[src/rtl/smc_pkg.sv]
package smc_pkg;

    typedef enum logic [1:0] {
        ST_IDLE = 2'd0,
        ST_RUN  = 2'd1,
        ST_ACK  = 2'd2
    } smc_state_e;

    typedef struct packed {
        logic rd_both_low;
        logic ext_wait;
        logic wr_protect;
    } smc_cfg_t;

endpackage

[src/rtl/smc_snapshot.sv]
module smc_snapshot
    import smc_pkg::*;
#(
    parameter int CW = 5,
    localparam int NW = CW + 1
) (
    input  logic          clk,
    input  logic          rst_n,
    input  logic          load_i,
    input  logic          is_write_i,
    input  smc_cfg_t      cfg_i,
    input  logic [CW-1:0] wen_i,
    input  logic [CW-1:0] rd_i,
    input  logic [CW-1:0] wr_i,
    input  logic [CW-1:0] ext_i,
    output smc_cfg_t      cfg_o,
    output logic [NW-1:0] last_o,
    output logic [NW-1:0] we_first_o,
    output logic [NW-1:0] we_last_o
);

    typedef struct packed {
        smc_cfg_t      cfg;
        logic [NW-1:0] last;
        logic [NW-1:0] first;
        logic [NW-1:0] wlast;
    } snap_t;

    snap_t snap_d, snap_q;
    logic [NW-1:0] len, dly, wlen;

    always_comb begin
        len    = cfg_i.ext_wait ? NW'(ext_i) : (is_write_i ? NW'(wr_i) : NW'(rd_i));
        dly    = NW'(wen_i);
        wlen   = (len >= dly) ? len : dly;
        snap_d = snap_q;
        if (load_i) begin
            snap_d.cfg = cfg_i;
            if (is_write_i) begin
                snap_d.first = dly;
                snap_d.wlast = wlen;
                snap_d.last  = wlen + NW'(1);
            end else begin
                snap_d.first = '0;
                snap_d.wlast = '0;
                snap_d.last  = len;
            end
        end
    end

    always_ff @(posedge clk or negedge rst_n) begin
        if (!rst_n) snap_q <= '0;
        else        snap_q <= snap_d;
    end

    assign cfg_o      = snap_q.cfg;
    assign last_o     = snap_q.last;
    assign we_first_o = snap_q.first;
    assign we_last_o  = snap_q.wlast;

endmodule

[src/rtl/smc_cycle_counter.sv]
module smc_cycle_counter #(
    parameter int NW = 6
) (
    input  logic          clk,
    input  logic          rst_n,
    input  logic          run_i,
    output logic [NW-1:0] cnt_o
);

    logic [NW-1:0] cnt_d, cnt_q;

    always_comb begin
        cnt_d = run_i ? cnt_q + NW'(1) : '0;
    end

    always_ff @(posedge clk or negedge rst_n) begin
        if (!rst_n) cnt_q <= '0;
        else        cnt_q <= cnt_d;
    end

    assign cnt_o = cnt_q;

endmodule

[src/rtl/smc_strobe_map.sv]
module smc_strobe_map (
    input  logic       active_i,
    input  logic       is_write_i,
    input  logic       we_win_i,
    input  logic       rd_both_low_i,
    input  logic [1:0] be_i,
    output logic [1:0] bls_n_o
);

    always_comb begin
        bls_n_o = 2'b11;
        if (active_i) begin
            if (is_write_i) begin
                for (int i = 0; i < 2; i++) begin
                    bls_n_o[i] = !(we_win_i && be_i[i]);
                end
            end else if (rd_both_low_i) begin
                bls_n_o = 2'b00;
            end
        end
    end

endmodule

[src/rtl/sram_cycle_gen.sv]
module sram_cycle_gen
    import smc_pkg::*;
#(
    parameter int AW = 20,
    parameter int CW = 5,
    localparam int NW = CW + 1
) (
    input  logic          clk,
    input  logic          rst_n,
    input  logic          req_valid,
    input  logic          req_write,
    input  logic [AW-1:0] req_addr,
    input  logic [1:0]    req_be,
    input  logic [15:0]   req_wdata,
    output logic          req_ack,
    output logic [15:0]   rsp_rdata,
    output logic          prot_err,
    input  logic          rd_strobe_low,
    input  logic          ext_wait_sel,
    input  logic          wr_protect,
    input  logic [CW-1:0] wait_wen,
    input  logic [CW-1:0] wait_rd,
    input  logic [CW-1:0] wait_wr,
    input  logic [CW-1:0] wait_ext,
    output logic          mem_cs_n,
    output logic          mem_oe_n,
    output logic          mem_we_n,
    output logic [1:0]    mem_bls_n,
    output logic [AW-1:0] mem_addr,
    output logic [15:0]   mem_dq_o,
    output logic          mem_dq_oe,
    input  logic [15:0]   mem_dq_i
);

    typedef struct packed {
        smc_state_e    st;
        logic          wr;
        logic [AW-1:0] addr;
        logic [1:0]    be;
        logic [15:0]   wdata;
        logic [15:0]   rdata;
        logic          err;
    } ctl_t;

    ctl_t          ctl_d, ctl_q;
    logic          load;
    smc_cfg_t      cfg_in, cfg_s;
    logic [NW-1:0] last, we_first, we_last, cnt;
    logic          run, we_win;

    assign cfg_in = '{rd_both_low: rd_strobe_low, ext_wait: ext_wait_sel, wr_protect: wr_protect};

    smc_snapshot #(.CW(CW)) i_snap (
        .clk        (clk),
        .rst_n      (rst_n),
        .load_i     (load),
        .is_write_i (req_write),
        .cfg_i      (cfg_in),
        .wen_i      (wait_wen),
        .rd_i       (wait_rd),
        .wr_i       (wait_wr),
        .ext_i      (wait_ext),
        .cfg_o      (cfg_s),
        .last_o     (last),
        .we_first_o (we_first),
        .we_last_o  (we_last)
    );

    smc_cycle_counter #(.NW(NW)) i_cnt (
        .clk   (clk),
        .rst_n (rst_n),
        .run_i (run),
        .cnt_o (cnt)
    );

    always_comb begin
        ctl_d = ctl_q;
        load  = 1'b0;
        unique case (ctl_q.st)
            ST_IDLE: begin
                if (req_valid) begin
                    load        = 1'b1;
                    ctl_d.wr    = req_write;
                    ctl_d.addr  = req_addr;
                    ctl_d.be    = req_be;
                    ctl_d.wdata = req_wdata;
                    if (req_write && wr_protect) begin
                        ctl_d.st  = ST_ACK;
                        ctl_d.err = 1'b1;
                    end else begin
                        ctl_d.st = ST_RUN;
                    end
                end
            end
            ST_RUN: begin
                if (cnt == last) begin
                    ctl_d.st = ST_ACK;
                    if (!ctl_q.wr) ctl_d.rdata = mem_dq_i;
                end
            end
            ST_ACK:  ctl_d.st = ST_IDLE;
            default: ctl_d.st = ST_IDLE;
        endcase
    end

    always_ff @(posedge clk or negedge rst_n) begin
        if (!rst_n) ctl_q <= '{st: ST_IDLE, default: '0};
        else        ctl_q <= ctl_d;
    end

    assign run    = (ctl_q.st == ST_RUN);
    assign we_win = run && ctl_q.wr && (cnt >= we_first) && (cnt <= we_last);

    smc_strobe_map i_map (
        .active_i      (run),
        .is_write_i    (ctl_q.wr),
        .we_win_i      (we_win),
        .rd_both_low_i (cfg_s.rd_both_low),
        .be_i          (ctl_q.be),
        .bls_n_o       (mem_bls_n)
    );

    assign mem_cs_n  = !run;
    assign mem_oe_n  = !(run && !ctl_q.wr);
    assign mem_we_n  = !we_win;
    assign mem_dq_oe = run && ctl_q.wr;
    assign mem_dq_o  = ctl_q.wdata;
    assign mem_addr  = ctl_q.addr;
    assign req_ack   = (ctl_q.st == ST_ACK);
    assign rsp_rdata = ctl_q.rdata;
    assign prot_err  = ctl_q.err;


    we_in_cs_chk: assert property (@(posedge clk) disable iff (!rst_n)
        !mem_we_n |-> !mem_cs_n);


    we_before_cs_chk: assert property (@(posedge clk) disable iff (!rst_n)
        $rose(mem_cs_n) |-> $past(mem_we_n));


    ack_pulse_chk: assert property (@(posedge clk) disable iff (!rst_n)
        req_ack |=> !req_ack);


    no_contention_chk: assert property (@(posedge clk) disable iff (!rst_n)
        mem_dq_oe |-> mem_oe_n);


    prot_sticky_chk: assert property (@(posedge clk) disable iff (!rst_n)
        prot_err |=> prot_err);


    rd_strobe_high_chk: assert property (@(posedge clk) disable iff (!rst_n)
        (!mem_oe_n && !cfg_s.rd_both_low) |-> (mem_bls_n == 2'b11));


    rd_no_we_chk: assert property (@(posedge clk) disable iff (!rst_n)
        !mem_oe_n |-> mem_we_n);

endmodule

[config.mk]
export PLATFORM = sky130hd
export DESIGN_NAME = sram_cycle_gen
export DESIGN_NICKNAME = d
export VERILOG_FILES = /design/src/rtl/smc_pkg.sv /design/src/rtl/smc_snapshot.sv /design/src/rtl/smc_cycle_counter.sv /design/src/rtl/smc_strobe_map.sv /design/src/rtl/sram_cycle_gen.sv
export SDC_FILE = /design/constraint.sdc
export NUM_CORES = 1
export LEC_CHECK = 0
export ABC_AREA = 1
export BUFFER_PORTS_ARGS = -buffer_cell sky130_fd_sc_hd__buf_2
export CELL_PAD_IN_SITES_DETAIL_PLACEMENT = 2
export CELL_PAD_IN_SITES_GLOBAL_PLACEMENT = 2
export CORE_MARGIN = 8
export CORE_UTILIZATION = 26
export DETAILED_ROUTE_END_ITERATION = 8
export GPL_TIMING_DRIVEN = 0
export PLACE_DENSITY_LB_ADDON = 0.08
export SLEW_MARGIN = 30
export SYNTH_ARGS = -nofsm -noshare
export SYNTH_HDL_FRONTEND = slang
export SYNTH_SLANG_ARGS = --single-unit
[constraint.sdc]
create_clock -name clk -period 1.7 [get_ports clk]
set_input_delay 0 -clock clk [delete_from_list [all_inputs] [get_ports clk]]
set_output_delay 0 -clock clk [all_outputs]
set_load 0.01 [all_outputs]
# Word-level counts from Yosys, hierarchy flattened
# Cells that the tools add are included.
# W data, S select, Z words.
# op_classes
div	0
n_bitwise	1
mux	14
eq_ne	5
mul	0
n_shift	0
n_reduce_logical	18
addsub	2
order_cmp	3
# ops
op	n
$mux W41	1
$mux W18	1
$mux W6	3
$add A6 B1 Y6 const B	2
$mux W2	5
$logic_and A1 B1 Y1	7
$eq A6 B6 Y1	1
$ge A6 B5 Y1	1
$ge A6 B6 Y1	1
$le A6 B6 Y1	1
$logic_not A1 Y1	6
$reduce_and A3 Y1	2
$mux W5	1
$ne A2 B2 Y1 const B	2
$pmux W2 S2	1
$reduce_and A2 Y1	2
$eq A2 B1 Y1 const B	1
$eq A2 B2 Y1 const B	1
$logic_not A2 Y1	1
$mux W1	2
$not A1 Y1	1
# totals
inputBits	81
latchBits	0
mem_bits_ro	0
mem_count	0
ramBits	0
elab_cells	55
out_inout_bits	60
reg_bits	83

# Logic depth before layout (Yosys ltp)
# Gate-level depths: netlist (run 1).
# depth
word_depth	8
ltp_mapped	22
ltp_nobuf	21

# By module
# Synthesis (run 1) repeated with hierarchy kept, for this count alone.
# hier_totals
hier_cells	594
area_unflattened_um2	4699.5
# modules_own_cells
module	cells_each	seq_area_each_um2	area_per_inst_um2	n_inst
sram_cycle_gen	397	1451.4	3194.3	1
smc_snapshot	155	475.5	1184.9	1
smc_cycle_counter	33	150.1	284.0	1
smc_strobe_map	9	0.0	36.3	1

# Worst setup path before layout (run 1)
# OpenSTA, ideal clock, no wires.
# synth_path
kind	input port to flip-flop
startpoint	input req_write
endpoint	register i_snap.snap_q (netlist bit i_snap.last_o[4])
path_stages	16
arrival_time_ns	2.110
t_required_ns	1.583
setup_ns	0.117
slack_ns	-0.527
path_buffers	1
path_cell_list	buf_4 inv_1 nand2_1 a21oi_1 ha_1 nand2_1 nand2_1 a21oi_1 nand2_1 o21ai_0 ha_1 nand3_1 nand2_1 nand3_1 nand2_1 nand2_1
# synth_between
elab_chain_cells	6
# synth_lines
element	line	text
from (decl)	sram_cycle_gen.sv:11	input logic req_write,
$mux W5	smc_snapshot.sv:33	len = cfg_i.ext_wait ? NW'(ext_i) : (is_write_i ? NW'(wr_i) : NW'(rd_i));
$mux W6	smc_snapshot.sv:33	
$ge A6 B5 Y1	smc_snapshot.sv:35	wlen = (len >= dly) ? len : dly;
$mux W6	smc_snapshot.sv:35	
$add A6 B1 Y6	smc_snapshot.sv:42	snap_d.last = wlen + NW'(1);
$mux W18 *	smc_snapshot.sv:39	if (is_write_i) begin
to (signal assigned)	smc_snapshot.sv:53	else snap_q <= snap_d;
to (decl)	smc_snapshot.sv:29	snap_t snap_d, snap_q;
# Every way passes the cells marked *; elsewhere a longest branch is shown, timed or not.
# A chain may end at the register's enable or synchronous reset.

# Worst setup path after layout (run 1)
# layout_path
startpoint	register i_cnt.cnt_q[3], in the netlist i_cnt.cnt_o[3]
endpoint	output mem_bls_n[0]
# layout_between
elab_chain_cells	7
word_cells_on_any_way	8
cone_classes	order compare: 2; mux: 2; reduce/logical: 4
# layout_lines
element	line	text
from (decl)	smc_cycle_counter.sv:10	logic [NW-1:0] cnt_d, cnt_q;
from (signal assigned)	smc_cycle_counter.sv:18	else cnt_q <= cnt_d;
$ge A6 B6 Y1	sram_cycle_gen.sv:112	assign we_win = run && ctl_q.wr && (cnt >= we_first) && (cnt <= we_last);
$logic_and A1 B1 Y1	sram_cycle_gen.sv:112	
$logic_and A1 B1 Y1 *	sram_cycle_gen.sv:112	
$logic_and A1 B1 Y1 *	smc_strobe_map.sv:15	bls_n_o[i] = !(we_win_i && be_i[i]);
$logic_not A1 Y1 *	smc_strobe_map.sv:15	
$mux W2 *	smc_strobe_map.sv:13	if (is_write_i) begin
$mux W2 *	smc_strobe_map.sv:12	if (active_i) begin
to (decl)	sram_cycle_gen.sv:28	output logic [1:0] mem_bls_n,
# Marked as above.

==> flow_results.org, run 1 <==
** Layout
- The number of antenna diodes in the final layout is 0.
- Of the cells placed in the final design, the portion with a size suffix greater than 1 is 46.79%.
- Measured on the finished design, the core utilization comes to a little over two fifths.
- In the layout the commonest cells are sky130_fd_sc_hd__nand2_1 (169), sky130_fd_sc_hd__buf_2 (136), sky130_fd_sc_hd__buf_4 (76).
- Post-Layout Cell Count :: 1000
- Most common library cell in the layout ignoring fill and taps :: sky130_fd_sc_hd__nand2_1
- Synth-to-layout area growth :: 67.59%
- Number of nets in the final layout :: around 900

** Routing
- The count of nets left with antenna violations once routing finished came out at 0.
- In the routed layout, each cell is associated on average with a via count of 4.402.
- The first detailed-routing pass took 4 iterations.
- Drt wl/cell :: 17.61 um
- Total via count after detailed routing :: 4402
- 1st-iter DRT viols :: 98
- After detailed routing, the number of remaining DRC violations is 0.
- WL final :: 17610 um

** Place
- RD Place Congestion :: 0.7197
- Placed cell count :: 892
- During placement, the flow inserted port buffers numbering ~140.
- Timing analysis after detailed placement gives a worst setup slack of -550.3 ps.
- Detailed placer's ending HPWL :: 11530 um

** Global route
- Entering global routing, the biggest net connects 54 pins.
- GRT met2 Usage :: 29.43%
- Number of global-route vias before repair :: ~5.1k
- Global routing consumed, over all layers together, 16.35% of the routing resources.
- For this run, global-route usage on met1 was measured as 18.81%.
- The first global-routing pass estimated 26230 um of wire.
- The initial antenna violation count is 0.
- Met3 GRT Util :: 3.797%
- The global routing stage identified its most utilized layer as met2.
- Total grt overflow :: 0

** STA
- Setup repair after global routing missed its margin :: true
- Summed over all failing endpoints, the final setup total negative slack is -2235 ps.
- Worst Setup Slack, final :: -236.9 ps
- Setup violations remaining at the end of the flow were counted as 19.
- Largest clock skew in the final design :: 4.438 ps
- The number of pins with negative max-slew slack in the final report is 0.
- For the finished layout, the period the worst path requires is 1937 ps.
- Slew margin rel. :: approximately 70%
- Final hold violation count :: 0
- Based on the critical path, the design can be clocked at up to 516.3 MHz.
- In the finished design, the share of the clock period the worst path needs comes to 113.9%.
- Worst slew pin tran :: ~440 ps
- The tightest hold path in the finished design has a slack of 8.464 ps.

** Critical path
- Largest driver fanout on the critical path :: 3
- The worst register-to-register path begins at i_cnt.cnt_o[1]$_DFF_PN0_.
- In this design, the largest share of critical-path delay is due to flip-flops.
- Together, buffers and inverters on the worst path number 2.
- Worst setup EP type :: primary output
- Chain of cells forming the critical path :: ha_4, nand2_2, nand2_2, a211oi_2, o211ai_1, buf_4, nand4_1, nand2_1, nand2_1, buf_6
- Launching instance or port of the critical path :: i_cnt.cnt_o[3]$_DFF_PN0_
- Worst setup path category :: reg -> out
- STA classifies the critical path startpoint as a flip-flop.
- Slowest cell on the critical path :: sky130_fd_sc_hd__dfrtp_2
- At the worst endpoint, the required time is 1700 ps.
- For the worst setup path, the data arrival time is 1940 ps.
- For this run, the slowest stage of the critical path takes around 440 ps.

** Floorplanning
- The total area inside the core boundary comes to between 15000 and 20000 um^2.
- Once the floorplan was initialized, standard cells occupied 26.14% of the core.
- The die is 144.2 um tall.
- Overall die area :: 20800 um^2
- Die W :: between 100 and 150 um
- I/O pin total :: about 140
- # rows :: 47

** Synthesis
- Counting every instance in the synthesized netlist gives 532.
- Mapped Avg Cell Area :: 8.034 um^2
- Yosys warning total :: 0
- After synthesis, the netlist uses 31 different library cells.
- Sequential element share of the synthesized area :: around 47%
- In this run the cell area of the synthesized design comes to 4274 um^2.
- Mapped Nets :: 630
- The synthesized design contains 81 register bits.

** Status
- Violated checks :: negative setup slack
- The run finished, with violations left.

** Clock network
- Clock latency on the worst-skew pair, taken at its later pin, is 340 ps.
- TritonCTS Sinks :: 81
- Max Buffers Root-to-Sink :: 2
- CTS tree :: built
- Clock transition at the registers of the reported paths :: 60 ps
- H-tree depth reported by CTS :: 3
- Number of buffers inserted during clock tree synthesis :: 9
- The tree is rooted in a sky130_fd_sc_hd__clkbuf_16.

** Pwr
- IR analysis of the VDD net gives a maximum drop of just under 0.7 mV.
- Total power density per cell area :: 1605 nW/um^2
- In this run the static leakage power is 0.003645 uW.

** Job
- Max-cap violations in this run came to 0.

** Hold path
- Source of the worst hold timing path :: wait_ext[1]
- The tightest min-delay check is of the in -> reg type.
power breakdown:
part,total (uW),switching [uW],internal (uW)
Combinational,5850,3050,2800
Clock,2250,786,1460
Sequential,3410,608,2800
sequential cells by signal, summed over array words and instances (netlist names):
| signal | flops |
|---|---|
| rsp_rdata | 16 |
| i_snap.we_first_o | 5 |
| ctl_q | 5 |
| i_snap.cfg_o | 1 |
| mem_dq_o | 16 |
| prot_err | 1 |
| mem_addr | 20 |
| i_snap.last_o | 6 |
| i_cnt.cnt_o | 6 |
| i_snap.we_last_o | 5 |
per-layer routing:
metal,wire (um),vias up
met2,9300,111
met5,0,-
met1,7157,2167
met3,918,16
met4,232,0
li1,-,2108
Yosys cell counts:
library cell	instances	area (um^2)
sky130_fd_sc_hd__nor2_1	23	86.33
sky130_fd_sc_hd__a211oi_1	1	7.510
sky130_fd_sc_hd__o211ai_1	2	15.01
sky130_fd_sc_hd__o2111ai_1	1	8.760
sky130_fd_sc_hd__buf_1	1	3.750
sky130_fd_sc_hd__or2_1	1	6.260
sky130_fd_sc_hd__inv_1	48	180.2
sky130_fd_sc_hd__o21a_1	1	7.510
sky130_fd_sc_hd__nand2_1	205	769.5
sky130_fd_sc_hd__o21bai_1	1	7.510
sky130_fd_sc_hd__nand3_1	26	130.1
sky130_fd_sc_hd__buf_4	53	397.9
sky130_fd_sc_hd__nor3_1	2	10.01
sky130_fd_sc_hd__nand4_1	7	43.79
sky130_fd_sc_hd__a22oi_1	2	15.01
sky130_fd_sc_hd__dfrtp_1	81	2027
sky130_fd_sc_hd__inv_2	3	11.26
sky130_fd_sc_hd__o22ai_1	7	43.79
sky130_fd_sc_hd__a31oi_1	2	12.51
sky130_fd_sc_hd__nand2_4	1	11.26
sky130_fd_sc_hd__or2_4	1	8.760
sky130_fd_sc_hd__clkbuf_1	9	33.78
sky130_fd_sc_hd__nor4_4	1	21.27
sky130_fd_sc_hd__buf_2	1	5.000
sky130_fd_sc_hd__and3_1	1	6.260
sky130_fd_sc_hd__a21oi_1	9	45.04
sky130_fd_sc_hd__nor2_2	1	6.260
sky130_fd_sc_hd__xor2_1	2	17.52
sky130_fd_sc_hd__buf_6	2	22.52
sky130_fd_sc_hd__o21ai_0	20	100.1
sky130_fd_sc_hd__ha_1	17	212.7
worst min-delay path, cell delays in order:
cell and delay [ps]:
sky130_fd_sc_hd__buf_2 90, sky130_fd_sc_hd__o21ai_2 60, sky130_fd_sc_hd__o211ai_1 160
timing repair:
action / 4_1_cts / 5_1_grt
hold endpoints to repair: 140 / 0
cloned: 2 / 1
pin swaps: 34 / 39
setup buffers: 26 / 8
endpoints found under the setup margin: 75 / 65
resized for setup: 86 / 88
hold buffers: 59 / 0
logic make-up after synthesis:
group	count (synthesis)	synth area share [%]
buffers and inverters	117	15.31
and+or+nand+nor	269	25.73
xor gates and xnor gates	2	0.4099
AOI/OAI and AO/OA	46	6.147
adders and majority gates	17	4.976
DFF	81	47.42
final timing paths:
path,end,slack [ps],cells past startpoint
max,mem_bls_n[0],-240,10
min,i_snap.last_o[1]$_DFFE_PN0P_,8,3
max reg2reg,rsp_rdata[14]$_DFFE_PN0P_,-130,9
min reg2reg,prot_err$_DFFE_PN0P_,480,2
max in group asynchronous,rsp_rdata[9]$_DFFE_PN0P_,980,3
min in group asynchronous,rsp_rdata[1]$_DFFE_PN0P_,130,2
cell type report:
type / instances / area, um^2
timing repair inverter: 1 / 6.256
clock inverter: 3 / 90.09
sequential: 81 / 2034
tap: 220 / 275.3
timing repair buffer: 234 / 1673
multi-input combinational: 334 / 2145
inverter: 51 / 211.5
fill: 1856 / 9185
buffer: 65 / 485.5
clock buffer: 11 / 242.7
stage by stage:
step / power, uW / instance area (um^2)
floorplan: 6284 / 4337
global placement: 7804 / 5308
detailed placement: 8056 / 5341
CTS: 11220 / 6815
global route: 12330 / 7163
finish: 11500 / 7163
(Power assumes the default switching activity.)
==> inputs of run 2 (changes only) <==
--- a/config.mk
+++ b/config.mk
@@ -13,6 +13,7 @@
 export CORE_UTILIZATION = 26
 export DETAILED_ROUTE_END_ITERATION = 8
 export GPL_TIMING_DRIVEN = 0
+export MAX_ROUTING_LAYER = met4
 export PLACE_DENSITY_LB_ADDON = 0.08
 export SLEW_MARGIN = 30
 export SYNTH_ARGS = -nofsm -noshare
==> flow_results.org, run 2 (synthesis gave the netlist of run 1 again) <==
** Status
- The run finished, with violations left.
- The final reports fail on negative setup slack.

** Critical path
- By startpoint and endpoint, the worst setup path is classified as reg -> out.
- The worst setup path is launched from a flip-flop.
- The worst register-to-register path begins at i_cnt.cnt_o[1]$_DFF_PN0_.
- STA puts the critical path data arrival time at approximately 1900 ps.
- Largest driver fanout on the critical path :: 4
- STA puts the critical path data required time at 1700 ps.
- Worst setup EP type :: primary output
- In this run the critical register-to-register path is captured at rsp_rdata[14]$_DFFE_PN0P_.
- The worst register-to-register path has a depth of 9.
- The worst register-to-register path has a setup slack of -120 ps.

** Routing
- In the final routed layout, each cell accounts on average for ~18 um.
- The detail route stage leaves a number of antenna-violating nets equal to 0.
- The first detailed-routing pass took 4 iterations.
- The detailed router finished its first iteration with 96 violations.
- For this block, the routed nets add up to 17570 um of wire.
- Remaining routing DRC violations :: 0
- DR vias/cell :: around 4.4
- Total via count after detailed routing :: 4407

** Global route
- Entering global routing, the biggest net connects 54 pins.
- Antenna violations before repair :: 0
- The total overflow left after global routing is 0.
- First-pass GRT wire length :: 26180 um
- Global routing used 16.78% of the available tracks.
- Number of global-route vias before repair :: ~5.1k

** Place
- RD Place Congestion :: about 0.73
- The number of placed instances, taps included, is between 800 and 900.
- Detailed placer's ending HPWL :: 11530 um
- Port buffering added 139 buffers.
- Post-Place Cell Area :: 5341 um^2

** STA
- In the finished design, the share of the clock period the worst path needs comes to 114.0%.
- Setup repair after global routing could not meet its margin everywhere.
- Slew margin rel. :: 70.30%
- Max-slew violation total from the final report :: 0
- Final hold violation count :: 0
- Final number of setup-violating endpoints :: 19
- For the pin with the worst max-slew slack, the measured transition is 445.5 ps.
- Timing would allow up to 516.2 MHz.
- Across all setup checks in the final design, the least slack found is -237.2 ps.
- Period minus WS final :: 1937 ps
- Between clock sinks in the finished design, the worst skew comes to 6.077 ps.

** Clock network
- Number of buffers inserted during clock tree synthesis :: 9
- TritonCTS Sinks :: 81
- Max Buffers Root-to-Sink :: 2
- H-tree depth reported by CTS :: 3
- CTS tree :: built
- Clock transition at the registers of the reported paths :: 60 ps
- CTS placed an instance of sky130_fd_sc_hd__clkbuf_16 at the clock tree root.
- Clock latency on the worst-skew pair :: about 340 ps

** Hold path
- Worst min path class :: in -> reg
- Endpoint with the worst hold slack :: i_snap.last_o[1]$_DFFE_PN0P_
- Instance count along the most critical hold path :: 3
- In this run the most critical hold path is launched from wait_ext[1].

** Pwr
- Final Total Pwr :: 11500 uW
- The analysis attributes to cell leakage a power of roughly 0.0036 uW.
- Across the VDD grid, the largest voltage drop is 0.6901 mV.
- Total power density per cell area :: 1605 nW/um^2

** Layout
- The register with the most flip-flops in the layout has 20 of them.
- Leaving out fill and tap cells, the most frequent cells in the layout are sky130_fd_sc_hd__nand2_1 (169), sky130_fd_sc_hd__buf_2 (136), sky130_fd_sc_hd__buf_4 (76).
- Excluding fillers, the count of instances in the completed layout stands at around 1k.
- Number of nets in the final layout :: 875
- Final core utilization :: around 44%
- Fill cells in the final layout number about 1.9k.
- From synthesis to final layout, the design area changed by 67.59%.
- Most common library cell in the layout ignoring fill and taps :: sky130_fd_sc_hd__nand2_1
- In the final layout, the share of cells above drive strength 1 is between 40% and 50%.
- The finished cells cover 7163 um^2.
- The repair_antennas step left the layout with diodes totalling 0.

** Floorplanning
- The floorplan step defined a die boundary enclosing 20800 um^2.
- Die W :: 144.2 um
- Once the floorplan was initialized, standard cells occupied a little over a quarter of the core.
- I/O pin total :: ~140
- The total area inside the core boundary comes to 16350 um^2.
- Die Y-Extent :: 144.2 um
- # rows :: between 40 and 50

** Job
- The tool flagged a number of max-cap violations equal to 0.
-- run 2: cell counts in the layout (fill, tap and decap cells not counted) --
Identical to the previous run, type by type.
-- run 2: layout make-up --
class	instances	area [um^2]	share of cell area [%]
Buffer	65	485.5	6.777
Clock buffer	11	242.7	3.389
Clock inverter	3	90.09	1.258
Inverter	51	211.5	2.952
Multi-Input combinational cell	334	2145	29.94
Sequential cell	81	2034	28.40
Tap cell	220	275.3	3.843
Timing Repair Buffer	234	1673	23.35
Timing Repair inverter	1	6.256	0.08734
-- run 2: per-layer routing --
metal  part of all wire [%]  GRT usage (%)  vias up
li1                       -              -     2108
met1                     41          18.99     2171
met2                     53          29.40      110
met3                    4.7          3.433       18
met4                    1.3          5.038        0
met5                      0              -        -
-- run 2: critical path: stages (launching register included) --
cell and delay (ps):
sky130_fd_sc_hd__dfrtp_2 470, sky130_fd_sc_hd__ha_4 300, sky130_fd_sc_hd__inv_2 40, sky130_fd_sc_hd__nor2_4 70, sky130_fd_sc_hd__nand2_1 50, sky130_fd_sc_hd__o211ai_1 150
sky130_fd_sc_hd__buf_4 160, sky130_fd_sc_hd__nand4_1 90, sky130_fd_sc_hd__nand2_1 80, sky130_fd_sc_hd__nand2_1 60, sky130_fd_sc_hd__buf_6 120
-- run 2: how the worst max path moves through the flow --
| stage | start | endpoint | slack [ps] |
|---|---|---|---|
| finish | i_cnt.cnt_o[4]$_DFF_PN0_ | mem_bls_n[0] | -240 |
| global route | i_cnt.cnt_o[3]$_DFF_PN0_ | mem_bls_n[0] | -360 |
| CTS | i_cnt.cnt_o[1]$_DFF_PN0_ | mem_bls_n[0] | -260 |
| detailed placement | ext_wait_sel | i_snap.last_o[4]$_DFFE_PN0P_ | -550 |
| global placement | ext_wait_sel | i_snap.last_o[4]$_DFFE_PN0P_ | -480 |
| floorplan | req_write | i_snap.last_o[4]$_DFFE_PN0P_ | -130 |
-- run 2: what timing repair did --
action,4_1_cts,5_1_grt
buffers inserted,26,8
hold endpoints to repair,140,0
hold buffers,59,0
setup endpoints to repair,75,66
cloned,2,1
pin swaps,34,39
resized for setup,86,88
-- run 2: report_power, final --
group / switching, uW / total (uW) / internal [uW] / leakage (uW)
clock network: 781 / 2240 / 1460 / 0.000162
registers: 610 / 3410 / 2800 / 0.000982
logic: 3040 / 5850 / 2800 / 0.00250
total: 4440 / 11500 / 7060 / 0.00364
-- run 2: metrics by stage --
stage / hold WS [ps] / worst slack (ps) / TNS, ps
CTS: 2.448 / -261.2 / -3532
finish: 10.60 / -237.2 / -2151
detailed placement: -93.31 / -550.3 / -14540
floorplan: -295.6 / -134.3 / -235.2
global placement: 195.0 / -485.0 / -30110
global route: 28.65 / -357.7 / -3801
==> inputs of run 3 (changes only) <==
--- a/config.mk
+++ b/config.mk
@@ -6,12 +6,12 @@
 export NUM_CORES = 1
 export LEC_CHECK = 0
 export ABC_AREA = 1
-export BUFFER_PORTS_ARGS = -buffer_cell sky130_fd_sc_hd__buf_2
 export CELL_PAD_IN_SITES_DETAIL_PLACEMENT = 2
 export CELL_PAD_IN_SITES_GLOBAL_PLACEMENT = 2
 export CORE_MARGIN = 8
-export CORE_UTILIZATION = 26
+export CORE_UTILIZATION = 32
 export DETAILED_ROUTE_END_ITERATION = 8
+export DONT_BUFFER_PORTS = 1
 export GPL_TIMING_DRIVEN = 0
 export MAX_ROUTING_LAYER = met4
 export PLACE_DENSITY_LB_ADDON = 0.08
==> flow_results.org, run 3 (synthesis gave the netlist of run 1 again) <==
** Floorplanning
- Initial standard-cell utilization of the core :: 32.53%
- The floorplan has 42 rows.
- CORE AREA :: 13140 um^2
- Die Y-Extent :: about 130 um
- I/O pin total :: ~140
- Overall die area :: approximately 17000 um^2
- Die W :: 131.6 um

** Clock network
- TritonCTS Sinks :: 81
- Clock-pin slew was measured on the worst setup and hold paths at 60 ps.
- H-tree depth reported by CTS :: 3
- For the worst-skew pair, the clock arrives at the later sink with an insertion delay of approximately 350 ps.
- Clk Tree Root Cell :: sky130_fd_sc_hd__clkbuf_16
- Buffers inserted during clock tree synthesis total 9.
- The number of hold buffers added after CTS was 63.
- The clock passes through at most 2 buffers.
- CTS tree :: built

** STA
- Max-slew violation total from the final report :: 0
- After routing, the total negative slack on setup checks comes to -1904 ps.
- At the pin with the least slew margin, the transition time is 380.8 ps.
- Setup repair after global routing could not meet its margin everywhere.
- Dividing the final minimum period by the clock period gives 108.9%.
- Headroom to the max-slew limit came out at 74.34%.
- Setup violations remaining at the end of the flow were counted as 20.
- Largest clock skew in the final design :: 6.136 ps
- Based on the critical path, the design can be clocked at up to ~540 MHz.
- Period minus WS final :: 1851 ps
- Final hold violation count :: 83
- Worst Setup Slack, final :: -150.8 ps
- Hold timing on the final database bottoms out at a slack of -641.6 ps.

** Layout
- Leaving out fill and tap cells, the most frequent cell in the layout is sky130_fd_sc_hd__nand2_1.
- At the end of the flow, the number of nets in the layout was 731.
- The filler cells instantiated in the layout total between 1k and 1.5k.
- The library cells used most frequently in the layout, excluding fill and tap cells, are sky130_fd_sc_hd__nand2_1 (192), sky130_fd_sc_hd__buf_4 (78), sky130_fd_sc_hd__dfrtp_1 (75).
- The register with the most flip-flops in the layout has 20 of them.
- Once layout is complete, the cells apart from fillers number between 800 and 900.
- Multi-input gate area :: 1906 um^2
- In the final layout, the share of cells above drive strength 1 is 27.56%.
- Sequential standard cell area :: 2034 um^2
- The area growth from synthesis to layout is 39.72%.

** Critical path
- The slowest stage of the critical path is the sky130_fd_sc_hd__dfrtp_2 cell.
- Largest driver fanout on the critical path :: 4
- The worst setup path is launched from a flip-flop.
- The critical path contains buffers and inverters numbering 2 combined.
- The worst setup path is of the reg -> out kind.
- Crit path top cell by count :: sky130_fd_sc_hd__nand2_1
- In this design, the stage delay of the slowest critical-path cell is 470 ps.
- Required time reported for the critical path endpoint :: roughly 1700 ps
- Worst setup EP type :: primary output
- Arrival @ worst endpoint :: 1850 ps
- Category of cells accounting for the largest share of critical-path delay :: flip-flops
- Chain of cells forming the critical path :: ha_4, inv_2, nor2_2, nand2_1, o211ai_1, buf_4, nand4_1, nand2_1, nand2_2

** Hold path
- The worst hold path belongs to the class in -> async.

** Routing
- WL final :: 14810 um
- For this block, the via count after detailed routing is 3818.
- The first detailed-routing pass took 4 iterations.
- Dividing the detail-routed via count by the number of cells gives between 4 and 5.
- After detailed routing, the number of remaining DRC violations is 0.
- The detailed router finished its first iteration with 128 violations.
- Detail Route Antenna Nets :: 0
- Drt wl/cell :: 18.24 um

** Global route
- The first global-routing pass estimated 23760 um of wire.
- Number of global-route vias before repair :: 4378
- Antenna violations before repair :: 1
- Maximum number of pins on one net before global-route repair :: 82
- The total overflow left after global routing is 0.
- Across every metal layer, demand over resource in global routing totals 17.75%.

** Job
- Number of violations of the max-capacitance limit :: 0

** Pwr
- VDD sags by at most between 0.5 and 0.6 mV.
- Total leakage power :: about 0.0030 uW
- The clock network is responsible for between 10% and 20% of the overall power.
- Fraction of power consumed by combinational cells :: approximately 47%
- Total internal power :: 5956 uW
- Per report_power, the sequential group accounts for 33.9% of the total.
- Net switching is between 30% and 40% of the power.
- Power comes to 9861 uW.
- Total power density per cell area :: 1651 nW/um^2
- Switching component of the power :: roughly 3900 uW

** Place
- Placed cell count :: 708
- Detailed placer's ending HPWL :: 9910 um
- Routability-driven placement finished with a final weighted congestion of 0.7631.
- Count of port buffers added during placement :: 0

** Status
- The flow ran to the end, but the final reports show violations.
- Violated checks :: negative hold slack, negative setup slack
==> run 3: timing repair <==
action	CTS	global route
endpoints found under the setup margin	76	68
gates resized for setup	38	52
buffers inserted	16	11
hold endpoints to repair	146	81
pin swaps	12	24
==> run 3: worst paths after layout <==
kind | endpoint | startpoint | depth (start not counted) | slack, ps
max in group asynchronous | i_cnt.cnt_o[1]$_DFF_PN0_ | rst_n | 0 | 2170
setup reg to reg | rsp_rdata[9]$_DFFE_PN0P_ | i_cnt.cnt_o[3]$_DFF_PN0_ | 10 | -130
setup / recovery | mem_bls_n[1] | i_cnt.cnt_o[4]$_DFF_PN0_ | 9 | -150
hold reg to reg | rsp_rdata[3]$_DFFE_PN0P_ | rsp_rdata[3]$_DFFE_PN0P_ | 2 | 480
min in group clk | i_snap.we_last_o[4]$_DFFE_PN0P_ | wait_wen[4] | 4 | -10
hold / removal | i_snap.we_first_o[1]$_DFFE_PN0P_ | rst_n | 0 | -640
==> run 3: layout make-up <==
| type | count | share of cell area [%] |
|---|---|---|
| multi-input combinational | 334 | 31.91 |
| inverter | 51 | 3.436 |
| sequential | 81 | 34.07 |
| antenna | 1 | 0.04190 |
| tap | 176 | 3.687 |
| clock inverter | 4 | 0.7961 |
| clock buffer | 9 | 3.771 |
| timing repair buffer | 90 | 14.06 |
| buffer | 66 | 8.234 |
==> run 3: power by group through the flow <==
stage | registers (uW) | logic, uW | clock network, uW
final | 3350 | 4620 | 1890
after global routing | 3450 | 5150 | 2000
after CTS | 3340 | 4420 | 1940
after detailed placement | 3360 | 3950 | 0
after global placement | 3310 | 3790 | 0
after floorplan | 3170 | 3110 | 0
==> run 3: routing by layer <==
metal | track usage (%) | routed length [um] | part of all wire [%] | vias up
li1 | - | - | - | 1824
met1 | 20.09 | 6274 | 42 | 1875
met2 | 30.35 | 7705 | 52 | 100
met3 | 4.230 | 578 | 3.9 | 19
met4 | 5.743 | 257 | 1.7 | 0
met5 | - | 0 | 0 | -
==> run 3: through the flow <==
stage          area, um^2  setup WS, ps  util, %
2_1_floorplan        4337        -134.3        -
3_3_place_gp         4557        -422.4    34.69
3_5_place_dp         4557        -522.5    34.69
4_1_cts              5731        -178.9    43.62
5_1_grt              5972        -283.0    45.46
6_report             5972        -150.8    45.46
